==> config.mk <==
export PLATFORM = sky130hd
export DESIGN_NAME = slot_issue_grouper
export DESIGN_NICKNAME = d
export VERILOG_FILES = /design/src/rtl/sig_pkg.sv /design/src/rtl/sig_group_span.sv /design/src/rtl/sig_pred_gate.sv /design/src/rtl/slot_issue_grouper.sv
export SDC_FILE = /design/constraint.sdc
export NUM_CORES = 1
export LEC_CHECK = 0
export CAP_MARGIN = 20
export CORE_UTILIZATION = 55
export DETAILED_ROUTE_END_ITERATION = 8
export DONT_BUFFER_PORTS = 1
export GPL_ROUTABILITY_DRIVEN = 0
export PLACE_DENSITY = 0.7
export REMOVE_ABC_BUFFERS = 1
export SLEW_MARGIN = 20
export SYNTH_ARGS = -nofsm -noshare
export SYNTH_HDL_FRONTEND = slang
export SYNTH_HIERARCHICAL = 1
export SYNTH_SLANG_ARGS = --single-unit
==> constraint.sdc <==
create_clock -name clk -period 9.5 [get_ports clk]
set_input_delay 0.475 -clock clk [delete_from_list [all_inputs] [get_ports clk]]
set_output_delay 0.475 -clock clk [all_outputs]
set_load 0.01 [all_outputs]
==> src/rtl/sig_pkg.sv <==
package sig_pkg;
  typedef enum logic [1:0] {
    ST_IDLE  = 2'd0,
    ST_ISSUE = 2'd1,
    ST_DONE  = 2'd2
  } sig_state_e;
endpackage

==> src/rtl/sig_group_span.sv <==
// Forms the next issue group: a run of slots starting at start_ptr that
// closes before the next set break bit (or after one slot in serial mode)
// and never reaches past the last usable slot.
module sig_group_span #(
  parameter int NSLOT = 7,
  parameter int CNT_W = 3
) (
  input  logic [CNT_W-1:0] start_ptr,
  input  logic [CNT_W-1:0] limit,
  input  logic [NSLOT-1:0] brk,
  input  logic             serial,
  output logic [NSLOT-1:0] mask,
  output logic [CNT_W-1:0] next_ptr,
  output logic             last
);
  logic             run_open;
  logic [CNT_W-1:0] run_cnt;

  always_comb begin
    run_open = 1'b0;
    run_cnt  = '0;
    mask     = '0;
    for (int i = 0; i < NSLOT; i++) begin
      if (CNT_W'(i) == start_ptr) begin
        run_open = 1'b1;
      end else if (brk[i] || serial) begin
        run_open = 1'b0;
      end
      if (CNT_W'(i) >= limit) begin
        run_open = 1'b0;
      end
      mask[i] = run_open;
      run_cnt = run_cnt + CNT_W'(run_open);
    end
    next_ptr = start_ptr + run_cnt;
    last     = (next_ptr >= limit);
  end
endmodule

==> src/rtl/sig_pred_gate.sv <==
// Applies the block-wide predicate to the slots of the current group.
module sig_pred_gate #(
  parameter int NSLOT = 7
) (
  input  logic [NSLOT-1:0] issue_mask,
  input  logic [NSLOT-1:0] pred_mask,
  input  logic             flag_bit,
  input  logic             sense,
  output logic [NSLOT-1:0] exec_en
);
  logic cond_true;
  assign cond_true = flag_bit ^ sense;

  for (genvar g = 0; g < NSLOT; g++) begin : g_slot
    assign exec_en[g] = issue_mask[g] & (~pred_mask[g] | cond_true);
  end
endmodule

==> src/rtl/slot_issue_grouper.sv <==
module slot_issue_grouper
  import sig_pkg::*;
#(
  parameter int NSLOT = 7,
  parameter int NFLAG = 16,
  localparam int SEL_W = $clog2(NFLAG),
  localparam int CNT_W = $clog2(NSLOT + 1)
) (
  input  logic             clk,
  input  logic             rst_n,
  input  logic             serial_mode,
  input  logic             in_valid,
  output logic             in_ready,
  input  logic [NSLOT-1:0] hdr_break,
  input  logic [SEL_W-1:0] hdr_flag_sel,
  input  logic [NSLOT-1:0] hdr_pred,
  input  logic             hdr_sense,
  input  logic [CNT_W-1:0] hdr_decode,
  input  logic [NFLAG-1:0] flags,
  output logic             issue_valid,
  output logic [NSLOT-1:0] issue_mask,
  output logic [NSLOT-1:0] exec_en,
  output logic             done
);
  sig_state_e       state_q, state_d;
  logic [CNT_W-1:0] ptr_q, ptr_d;
  logic [CNT_W-1:0] limit_q, limit_n;
  logic [NSLOT-1:0] brk_q, pred_q;
  logic             flag_q, sense_q, serial_q;
  logic             load_en;
  logic             accept;

  logic [NSLOT-1:0] span_mask;
  logic [CNT_W-1:0] span_next;
  logic             span_last;

  assign accept  = in_valid && in_ready;
  assign limit_n = (hdr_decode >= CNT_W'(NSLOT)) ? '0 : (CNT_W'(NSLOT) - hdr_decode);

  sig_group_span #(.NSLOT(NSLOT), .CNT_W(CNT_W)) u_span (
    .start_ptr (ptr_q),
    .limit     (limit_q),
    .brk       (brk_q),
    .serial    (serial_q),
    .mask      (span_mask),
    .next_ptr  (span_next),
    .last      (span_last)
  );

  // Next-state logic
  always_comb begin
    state_d = state_q;
    ptr_d   = ptr_q;
    load_en = 1'b0;
    case (state_q)
      ST_IDLE: begin
        if (accept) begin
          load_en = 1'b1;
          ptr_d   = '0;
          state_d = (limit_n == '0) ? ST_DONE : ST_ISSUE;
        end
      end
      ST_ISSUE: begin
        ptr_d = span_next;
        if (span_last) state_d = ST_DONE;
      end
      ST_DONE:  state_d = ST_IDLE;
      default:  state_d = ST_IDLE;
    endcase
  end

  // Control registers
  always_ff @(posedge clk or negedge rst_n) begin
    if (!rst_n) begin
      state_q <= ST_IDLE;
      ptr_q   <= '0;
    end else begin
      state_q <= state_d;
      ptr_q   <= ptr_d;
    end
  end

  // Header capture, enabled on acceptance
  always_ff @(posedge clk or negedge rst_n) begin
    if (!rst_n) begin
      limit_q  <= '0;
      brk_q    <= '0;
      pred_q   <= '0;
      flag_q   <= 1'b0;
      sense_q  <= 1'b0;
      serial_q <= 1'b0;
    end else if (load_en) begin
      limit_q  <= limit_n;
      brk_q    <= hdr_break;
      pred_q   <= hdr_pred;
      flag_q   <= flags[hdr_flag_sel];
      sense_q  <= hdr_sense;
      serial_q <= serial_mode;
    end
  end

  assign in_ready    = (state_q == ST_IDLE);
  assign issue_valid = (state_q == ST_ISSUE);
  assign done        = (state_q == ST_DONE);
  assign issue_mask  = issue_valid ? span_mask : '0;

  sig_pred_gate #(.NSLOT(NSLOT)) u_gate (
    .issue_mask (issue_mask),
    .pred_mask  (pred_q),
    .flag_bit   (flag_q),
    .sense      (sense_q),
    .exec_en    (exec_en)
  );

  // Checks
  a_r4_group_nonempty: assert property (@(posedge clk) disable iff (!rst_n)
    issue_valid |-> (issue_mask != '0));

  a_r7_exec_within_group: assert property (@(posedge clk) disable iff (!rst_n)
    (exec_en & ~issue_mask) == '0);

  a_r6_serial_single: assert property (@(posedge clk) disable iff (!rst_n)
    (issue_valid && serial_q) |-> $onehot(issue_mask));

  a_r5_reserved_quiet: assert property (@(posedge clk) disable iff (!rst_n)
    issue_valid |-> ((issue_mask >> limit_q) == '0));

  a_r3_break_only_leads: assert property (@(posedge clk) disable iff (!rst_n)
    issue_valid |-> ((issue_mask & brk_q & ~(issue_mask & (~issue_mask + 1'b1))) == '0));

  a_r9_ready_after_done: assert property (@(posedge clk) disable iff (!rst_n)
    done |=> in_ready);

  a_r2_busy_after_accept: assert property (@(posedge clk) disable iff (!rst_n)
    (in_valid && in_ready) |=> !in_ready);
endmodule

==> results of run 1 <==
==> registers in the layout, indices dropped and copies added (netlist names) <==
| register | count |
|---|---|
| pred_q | 7 |
| brk_q | 6 |
| limit_q | 3 |
| ptr_q | 3 |
| state_q | 2 |
| flag_q | 1 |
| sense_q | 1 |
| serial_q | 1 |
==> metal layers <==
layer | global-route usage | share of wire | vias to the layer above
met3 | 0.0424 | 0.057 | 4
met2 | 0.386 | 0.48 | 46
met1 | 0.302 | 0.45 | 620
met4 | 0.0850 | 0.0079 | 0
li1 | - | - | 601
met5 | 0 | 0 | -
==> critical path, delay by kind of cell, from the launching register on <==
family / cells / cell delay, ns
flip-flops: 1 / 0.49
AO/OA/AOI/OAI: 4 / 1.00
adder cells (fa/ha/maj): 5 / 1.99
AND/OR/NAND/NOR: 3 / 0.53
XOR/XNOR: 2 / 0.36
==> layout make-up <==
class,instances,share of cell area
Multi-Input combinational cell,129,0.577
Clock inverter,1,0.0166
Sequential cell,24,0.332
Timing Repair Buffer,2,0.0180
Tap cell,31,0.0214
Clock buffer,3,0.0124
Inverter,11,0.0228
==> stage by stage <==
step	worst slack (ns)	cell area, um^2
after detailed placement	5.06	1730
after CTS	5.03	1790
final	5.03	1810
after global placement	5.16	1730
after global routing	4.80	1810
after floorplan	5.35	1690
==> power by group <==
group          leakage [uW]  switching (uW)  internal [uW]
Combinational      0.000453             178            162
Clock             0.0000279            32.4           42.7
Sequential         0.000291            55.6            152
Total              0.000772             266            356
==> path summary, 6_finish.rpt <==
path	end	slack, ns	cells past startpoint
worst max register to register	state_q[1]$_DFFE_PN0P_	5.03	14
min in group clk	limit_q[2]$_DFFE_PN0P_	0.25	1
max in group asynchronous	limit_q[0]$_DFFE_PN0P_	9.03	1
worst max-delay path	state_q[1]$_DFFE_PN0P_	5.03	14
worst min-delay path	ptr_q[0]$_DFFE_PN0P_	0.09	1
worst min register to register	state_q[1]$_DFFE_PN0P_	0.50	1
==> qor.txt, run 1 <==
Hold Vio Cnt, Final: 0
CP Max Fanout: 7
Hold Buf Count CTS: 1
Clk pin slew, worst setup/hold paths: 0.14 ns
global-route wire length before repair: 5920 um
worst hold path class: input pin to async pin
clock period minus worst slack: 4.47 ns
vias per cell: 6.32
worst path cell trace: or2_4 -> o41ai_4 -> nand3_2 -> a21o_1 -> fa_1 -> fa_1 -> fa_1 -> fa_1 -> xnor2_1 -> xnor2_1 -> ha_1 -> a21o_1 -> a22oi_1 -> nor2_1
type of the worst setup path: flip-flop to flip-flop
slew of the pin with the lowest slew margin: 0.982 ns
Finished Layout Cells: 201
fill count: 238
Core Area: 2850 um^2
Total Power: 622 uW
commonest non-fill, non-tap cell in the layout: dfrtp_1
IO Count: 59
Pins Over Slew Limit: 0
clock root buffer: clkbuf_4
share of cells above drive strength 1: 0.194
drt pass-1 iters: 6
Worst Path Required: 9.72 ns
initial core utilization: 0.604
Cell Pwr Density: 343 nW/um^2
DR iter-0 viols: 27
commonest cells after routing, fill and taps aside: 24 x dfrtp_1, 16 x mux2_2, 14 x nand2_1
fmax: 224 MHz
setup clock skew after layout: 0.0149 ns
endpoints failing setup: 0
final WL: 3420 um
Mean Syn Cell Area: 10.1 um^2
CTS Buf Count: 3
CP arrival: 4.69 ns
status: finished, violations left
Clock Latency Late Sink: 0.33 ns
Synth Warn #: 6
clock buffer depth: 2
IO Port Bufs: 0
worst vdd ir: 0.000155 V
Slowest Stage Delay on Critical Path: 0.49 ns
Core Util, Final: 0.635
H-tree depth: 1
MaxCap Viol Count: 0
# Post-CTS Setup Buffers: 0
Clock Sinks: 24
ANT nets after route: 0
antenna cells: 0
CP max stage cell: dfrtp_1
setup TNS: 0 ns
area occupied by multi-input gates: 1040 um^2
row cnt: 19
Die H: 58.0 um
vias in the first global route: 1,346
final net count: 223
Wirelength per Cell: 17.0 um
WHS: 0.0918 ns
CTS tree: built
Pleak: 0.000772 uW
Rel. slew slack: 0.344
CP Capture Type: flip-flop
vias: 1,271
CP most frequent cell: fa_1
largest net degree at the start of global routing: 28
# DRC: 1
CP startpoint kind: flip-flop
total gr overflow: 0
Final period util: 0.470
Die Span X: 58.0 um
cell area after synthesis: 1720 um^2
P&R area growth vs syn: 5.01%
violated checks: design-rule violations
Post-Place Cells: 195
post-CTS sizing: 0
post-DP HPWL: 2570 um
Post-Synthesis Cells: 170
die area: 3360 um^2
unrepaired setup endpoints after global routing: no
initial antenna violation count: 0
Worst R2R Start: ptr_q[1]$_DFFE_PN0P_
total track usage: 0.231
FF+latch area: 601 um^2
crit path from: ptr_q[1]$_DFFE_PN0P_
No activity file was read; power rests on OpenSTA's default activity.
==> run 2, diff against run 1 <==
==> constraint.sdc (replaced) <==
create_clock -name clk -period 4.3 [get_ports clk]
set_input_delay 0.215 -clock clk [delete_from_list [all_inputs] [get_ports clk]]
set_output_delay 0.215 -clock clk [all_outputs]
set_load 0.01 [all_outputs]
==> qor.txt, run 2 (synthesis results as in run 1) <==
commonest non-fill, non-tap cell in the layout: dfrtp_1
drt pass-1 iters: 6 (unchanged)
final worst-path setup slack: -0.00733 ns (-5.04 ns)
Core Util, Final: 0.691 (+0.0561)
clock period minus worst slack: 4.31 ns (-0.162 ns)
Hold Vio Cnt, Final: 0 (unchanged)
antenna cells: 0 (unchanged)
MaxCap Viol Count: 0 (unchanged)
worst path buffer plus inverter count: 0 (unchanged)
Hold Crit Start: hdr_pred[6]
endpoints failing setup: 1 (+1)
Final period util: 1.00 (+0.531)
CTS Buf Count: 3 (unchanged)
row cnt: 19 (unchanged)
final WL: 3970 um (+16%)
vias per cell: 6.36 (+0.55%)
share of cells above drive strength 1: 0.272 (+0.0776)
Rel. slew slack: 0.335 (-0.00849)
vias: 1,367 (+7.6%)
Clock Sinks: 24 (unchanged)
crit-path leading delay family: adder cells
slew of the pin with the lowest slew margin: 0.995 ns (+0.0124 ns)
Pins Over Slew Limit: 0 (unchanged)
Die H: 58.0 um (unchanged)
max FFs per register: 7 (unchanged)
setup clock skew after layout: 0.00392 ns (-0.0110 ns)
CP max stage cell: fa_1
global-route wire length before repair: 6310 um (+6.6%)
status: finished, violations left
setup TNS: -0.00733 ns (-0.00733 ns)
die area: 3360 um^2 (unchanged)
Total Power: 1550 uW (+150%)
internal power: 874 uW (+150%)
final net count: 237 (+6.3%)
Clock Latency Late Sink: 0.32 ns (about the same)
total gr overflow: 0 (unchanged)
DR iter-0 viols: 67 (+150%)
Worst R2R Start: ptr_q[1]$_DFFE_PN0P_
Hold Path Depth: 1
unrepaired setup endpoints after global routing: yes
H-tree depth: 1 (unchanged)
Pleak: 0.000848 uW (+9.9%)
CTS tree: built
Sw Share: 0.436 (+0.00905)
worst vdd ir: 0.000331 V (+110%)
Reg power frac: 0.273 (-0.060)
P&R area growth vs syn: 14.3%
largest net degree at the start of global routing: 28 (unchanged)
post-DP HPWL: 2880 um (+12%)
CP Capture Type: flip-flop
Wirelength per Cell: 18.4 um (+8.3%)
CP arrival: 4.54 ns (-0.15 ns)
Cell Pwr Density: 787 nW/um^2 (+130%)
initial core utilization: 0.604 (unchanged)
total track usage: 0.249 (+0.0174)
fmax: 232 MHz (+3.8%)
initial antenna violation count: 0 (unchanged)
Top Registers: pred_q x7, brk_q x6
CP Max Fanout: 4 (-3)
FF-to-FF path depth: 14 (unchanged)
Core Area: 2850 um^2 (unchanged)
logic gate share of total power: 0.618 (+0.072)
worst path cell trace: or2_4 -> o41ai_4 -> nand3_2 -> a21o_1 -> fa_1 -> fa_1 -> fa_2 -> fa_2 -> xnor2_2 -> xnor2_1 -> ha_1 -> a21o_1 -> a22oi_2 -> nor2_1
worst hold path class: input pin to flip-flop
Clk pin slew, worst setup/hold paths: 0.14 ns (about the same)
clock buffer depth: 2 (unchanged)
clock root buffer: clkbuf_4
violated checks: design-rule violations, negative setup slack
CP startpoint kind: flip-flop
IO Port Bufs: 0 (unchanged)
WP depth: 14 (unchanged)
Sw Pwr: 677 uW (+150%)
clock share of power: 0.109 (-0.012)
ANT nets after route: 0 (unchanged)
type of the worst setup path: flip-flop to flip-flop
Worst Path Required: 4.54 ns (-5.18 ns)
commonest cells after routing, fill and taps aside: 24 x dfrtp_1, 16 x mux2_2, 14 x nand2_1
# DRC: 1 (unchanged)
largest register by flop count: pred_q
crit path from: ptr_q[1]$_DFFE_PN0P_
IO Count: 59 (unchanged)
vias in the first global route: 1,382 (+2.7%)
Slowest Stage Delay on Critical Path: 0.51 ns (+0.02 ns)
worst reg-to-reg setup slack: -0.007 ns (-5.04 ns)
Die Span X: 58.0 um (unchanged)
==> run 2: cell count changes in the layout (fill, tap and decap cells not counted), sizes merged <==
cell         change
buf             +10
dlygate4sd3      +4
==> run 2: what timing repair did <==
item | CTS | global route
gates resized for setup | 0 | 9
endpoints found under the setup margin | 1 | 2
hold buffers | 5 | 0
endpoints found under the hold margin | 27 | 0
pin swaps | 2 | 6
buffers inserted | 1 | 3
==> run 2: area by class of cell <==
class / instances / area [um^2]
sequential: 24 / 601
clock inverter: 1 / 30.0
multi-input combinational: 129 / 1090
clock buffer: 3 / 22.5
fill: 237 / 882
timing repair buffer: 16 / 143
inverter: 11 / 41.3
tap: 31 / 38.8
==> run 2: stage by stage <==
stage	setup slack (ns)	cell area (um^2)	std cells	hold WS (ns)
6_report	-0.00733	1970	215	0.0262
5_1_grt	-0.127	1970	215	0.0104
4_1_cts	0.00183	1900	212	0.00285
3_5_place_dp	0.0176	1780	202	-0.0800
3_3_place_gp	0.0978	1780	202	-0.0800
2_1_floorplan	0.148	1690	164	-0.0806
==> run 2: power by group through the flow <==
stage	Clock, uW	Sequential [uW]	Combinational [uW]
floorplan	0	422	605
global placement	0	419	775
detailed placement	0	425	822
CTS	173	420	842
global route	178	437	1060
finish	169	424	959
==> run 2: layer usage <==
layer  track usage  wire length (um)  up-vias
met4         0.119                91        0
met3        0.0647               328       11
met5             0                 0        -
li1              -                 -      630
met2         0.389              1860       75
met1         0.323              1690      651
==> run 2: worst paths after layout <==
path | end
worst max-delay path | state_q[1]$_DFFE_PN0P_
worst min-delay path | pred_q[6]$_DFFE_PN0P_
worst max register to register | state_q[1]$_DFFE_PN0P_
worst min register to register | state_q[1]$_DFFE_PN0P_
max in group asynchronous | pred_q[1]$_DFFE_PN0P_
min in group asynchronous | limit_q[2]$_DFFE_PN0P_
==> run 2: worst reg2reg max path, delay by kind of cell (launching register included) <==
family / cells / cell delay, ns
xor gates and xnor gates: 2 / 0.37
DFF: 1 / 0.41
adders and majority gates: 5 / 1.95
and+or+nand+nor: 3 / 0.46
AOI/OAI and AO/OA: 4 / 1.02
==> run 3, diff against run 2 <==
--- a/config.mk
+++ b/config.mk
@@ -6,11 +6,11 @@
 export NUM_CORES = 1
 export LEC_CHECK = 0
 export CAP_MARGIN = 20
-export CORE_UTILIZATION = 55
+export CORE_UTILIZATION = 45
 export DETAILED_ROUTE_END_ITERATION = 8
 export DONT_BUFFER_PORTS = 1
 export GPL_ROUTABILITY_DRIVEN = 0
-export PLACE_DENSITY = 0.7
+export GPL_TIMING_DRIVEN = 0
 export REMOVE_ABC_BUFFERS = 1
 export SLEW_MARGIN = 20
 export SYNTH_ARGS = -nofsm -noshare
==> qor.txt, run 3 (synthesis results as in run 1) <==
DR iter-0 viols: 45 (-33%)
initial core utilization: 0.471 (-0.133)
commonest non-fill, non-tap cell in the layout: dfrtp_1
fmax: 239 MHz (+2.8%)
largest net degree at the start of global routing: 28 (unchanged)
Clock Sinks: 24 (unchanged)
Sw Pwr: 613 uW (-9.5%)
Pleak: 0.000818 uW (-3.6%)
row cnt: 22 (+3)
ANT nets after route: 0 (unchanged)
clock share of power: 0.104 (-0.005)
Reg power frac: 0.311 (+0.038)
Wirelength per Cell: 15.9 um (-14%)
setup clock skew after layout: 0.00138 ns (-0.00254 ns)
H-tree depth: 1 (unchanged)
clock buffer depth: 2 (unchanged)
P&R area growth vs syn: 12.3%
Hold Path Depth: 1 (unchanged)
worst path buffer plus inverter count: 0 (unchanged)
Core Area: 3660 um^2 (+28%)
commonest cells after routing, fill and taps aside: 19 x dfrtp_1, 16 x mux2_2, 14 x nand2_1
slew of the pin with the lowest slew margin: 0.983 ns (-0.0113 ns)
Rel. slew slack: 0.343 (+0.00781)
Pins Over Slew Limit: 0 (unchanged)
CP Capture Type: flip-flop
share of cells above drive strength 1: 0.292 (+0.0204)
Slowest Stage Delay on Critical Path: 0.51 ns (about the same)
max FFs per register: 7 (unchanged)
vias per cell: 5.69 (-11%)
type of the worst setup path: flip-flop to flip-flop
Die Span X: 63.9 um (+10%)
CP max stage cell: fa_1
CTS Buf Count: 3 (unchanged)
CP startpoint kind: flip-flop
unrepaired setup endpoints after global routing: yes
IO Port Bufs: 0 (unchanged)
internal power: 835 uW (-4.5%)
CTS tree: built
total track usage: 0.187 (-0.0619)
Final period util: 0.974 (-0.0272)
clock period minus worst slack: 4.19 ns (-0.117 ns)
initial antenna violation count: 0 (unchanged)
vias: 1,286 (-5.9%)
CP arrival: 4.35 ns (-0.19 ns)
clock root buffer: clkbuf_8
Top Registers: pred_q x7, brk_q x6
global-route wire length before repair: 5910 um (-6.4%)
area occupied by multi-input gates: 1080 um^2 (-1.1%)
Sw Share: 0.423 (-0.0132)
WP depth: 14 (unchanged)
MaxCap Viol Count: 0 (unchanged)
total gr overflow: 0 (unchanged)
largest register by flop count: pred_q
endpoints failing setup: 0 (-1)
worst vdd ir: 0.000292 V (-12%)
vias in the first global route: 1,286 (-6.9%)
WHS: 0.0524 ns (+0.0261 ns)
Core Util, Final: 0.529 (-0.162)
Cell Pwr Density: 748 nW/um^2 (-5.0%)
IO Count: 59 (unchanged)
Clk pin slew, worst setup/hold paths: 0.08 ns (-0.06 ns)
FF+latch area: 607 um^2 (+1.0%)
FF-to-FF path depth: 14 (unchanged)
drt pass-1 iters: 4 (-2)
antenna cells: 0 (unchanged)
final WL: 3580 um (-9.6%)
CP Max Fanout: 4 (unchanged)
final net count: 231 (-2.5%)
worst path cell trace: or2_4 -> o41ai_4 -> nand3_2 -> a21o_1 -> fa_1 -> fa_1 -> fa_2 -> fa_2 -> xnor2_2 -> xnor2_2 -> ha_1 -> a21o_1 -> a22oi_2 -> nor2_1
Clock Latency Late Sink: 0.26 ns (-0.06 ns)
# DRC: 0 (-1)
post-DP HPWL: 2630 um (-8.6%)
fill count: 316 (+33%)
worst hold path class: input pin to flip-flop
logic gate share of total power: 0.585 (-0.033)
worst reg-to-reg setup slack: 0.11 ns (+0.12 ns)
Worst Path Required: 4.46 ns (-0.08 ns)
Hold Vio Cnt, Final: 0 (unchanged)
crit-path leading delay family: adder cells
status: complete, no violations
Die H: 63.9 um (+10%)
die area: 4080 um^2 (+21%)
==> run 3: repair_timing <==
action / 4_1_cts / 5_1_grt
hold buffers: 2 / 0
pin swaps: 6 / 6
endpoints found under the setup margin: 2 / 2
hold endpoints to repair: 24 / 0
buffers inserted: 6 / 2
gates resized for setup: 4 / 8
==> run 3: metal layers <==
metal,GRT usage,up-vias,wire length [um]
li1,-,617,-
met1,0.240,618,1590
met2,0.314,47,1760
met3,0.0411,4,197
met4,0.0540,0,27
met5,0,-,0
==> run 3: worst paths after layout <==
kind | startpoint | end
min in group asynchronous | rst_n | ptr_q[0]$_DFFE_PN0P_
worst max register to register | ptr_q[1]$_DFFE_PN0P_ | state_q[1]$_DFFE_PN0P_
worst min-delay path | hdr_decode[2] | limit_q[2]$_DFFE_PN0P_
max in group asynchronous | rst_n | serial_q$_DFFE_PN0P_
worst min register to register | state_q[1]$_DFFE_PN0P_ | state_q[1]$_DFFE_PN0P_
worst max-delay path | ptr_q[1]$_DFFE_PN0P_ | state_q[1]$_DFFE_PN0P_
==> run 3: final cells by class <==
type	instances	area share
Multi-Input combinational cell	129	0.559
Tap cell	48	0.0310
Inverter	11	0.0213
Clock buffer	4	0.0284
Sequential cell	24	0.314
Timing Repair Buffer	10	0.0465
==> run 3: power by group through the flow <==
stage	Clock [uW]	Combinational [uW]	Sequential, uW
floorplan	0	605	422
global placement	0	691	458
detailed placement	0	717	465
CTS	155	782	448
global route	166	945	469
finish	150	847	450
==> run 3: through the flow <==
stage	power, uW	setup slack, ns	setup TNS, ns	instances	area, um^2
after floorplan	1030	0.148	0	164	1690
after global placement	1150	-0.0773	-0.0773	212	1750
after detailed placement	1180	-0.165	-0.215	212	1750
after CTS	1390	0.00442	0	224	1880
after global routing	1580	-0.0279	-0.0279	226	1940
final	1450	0.110	0	226	1940
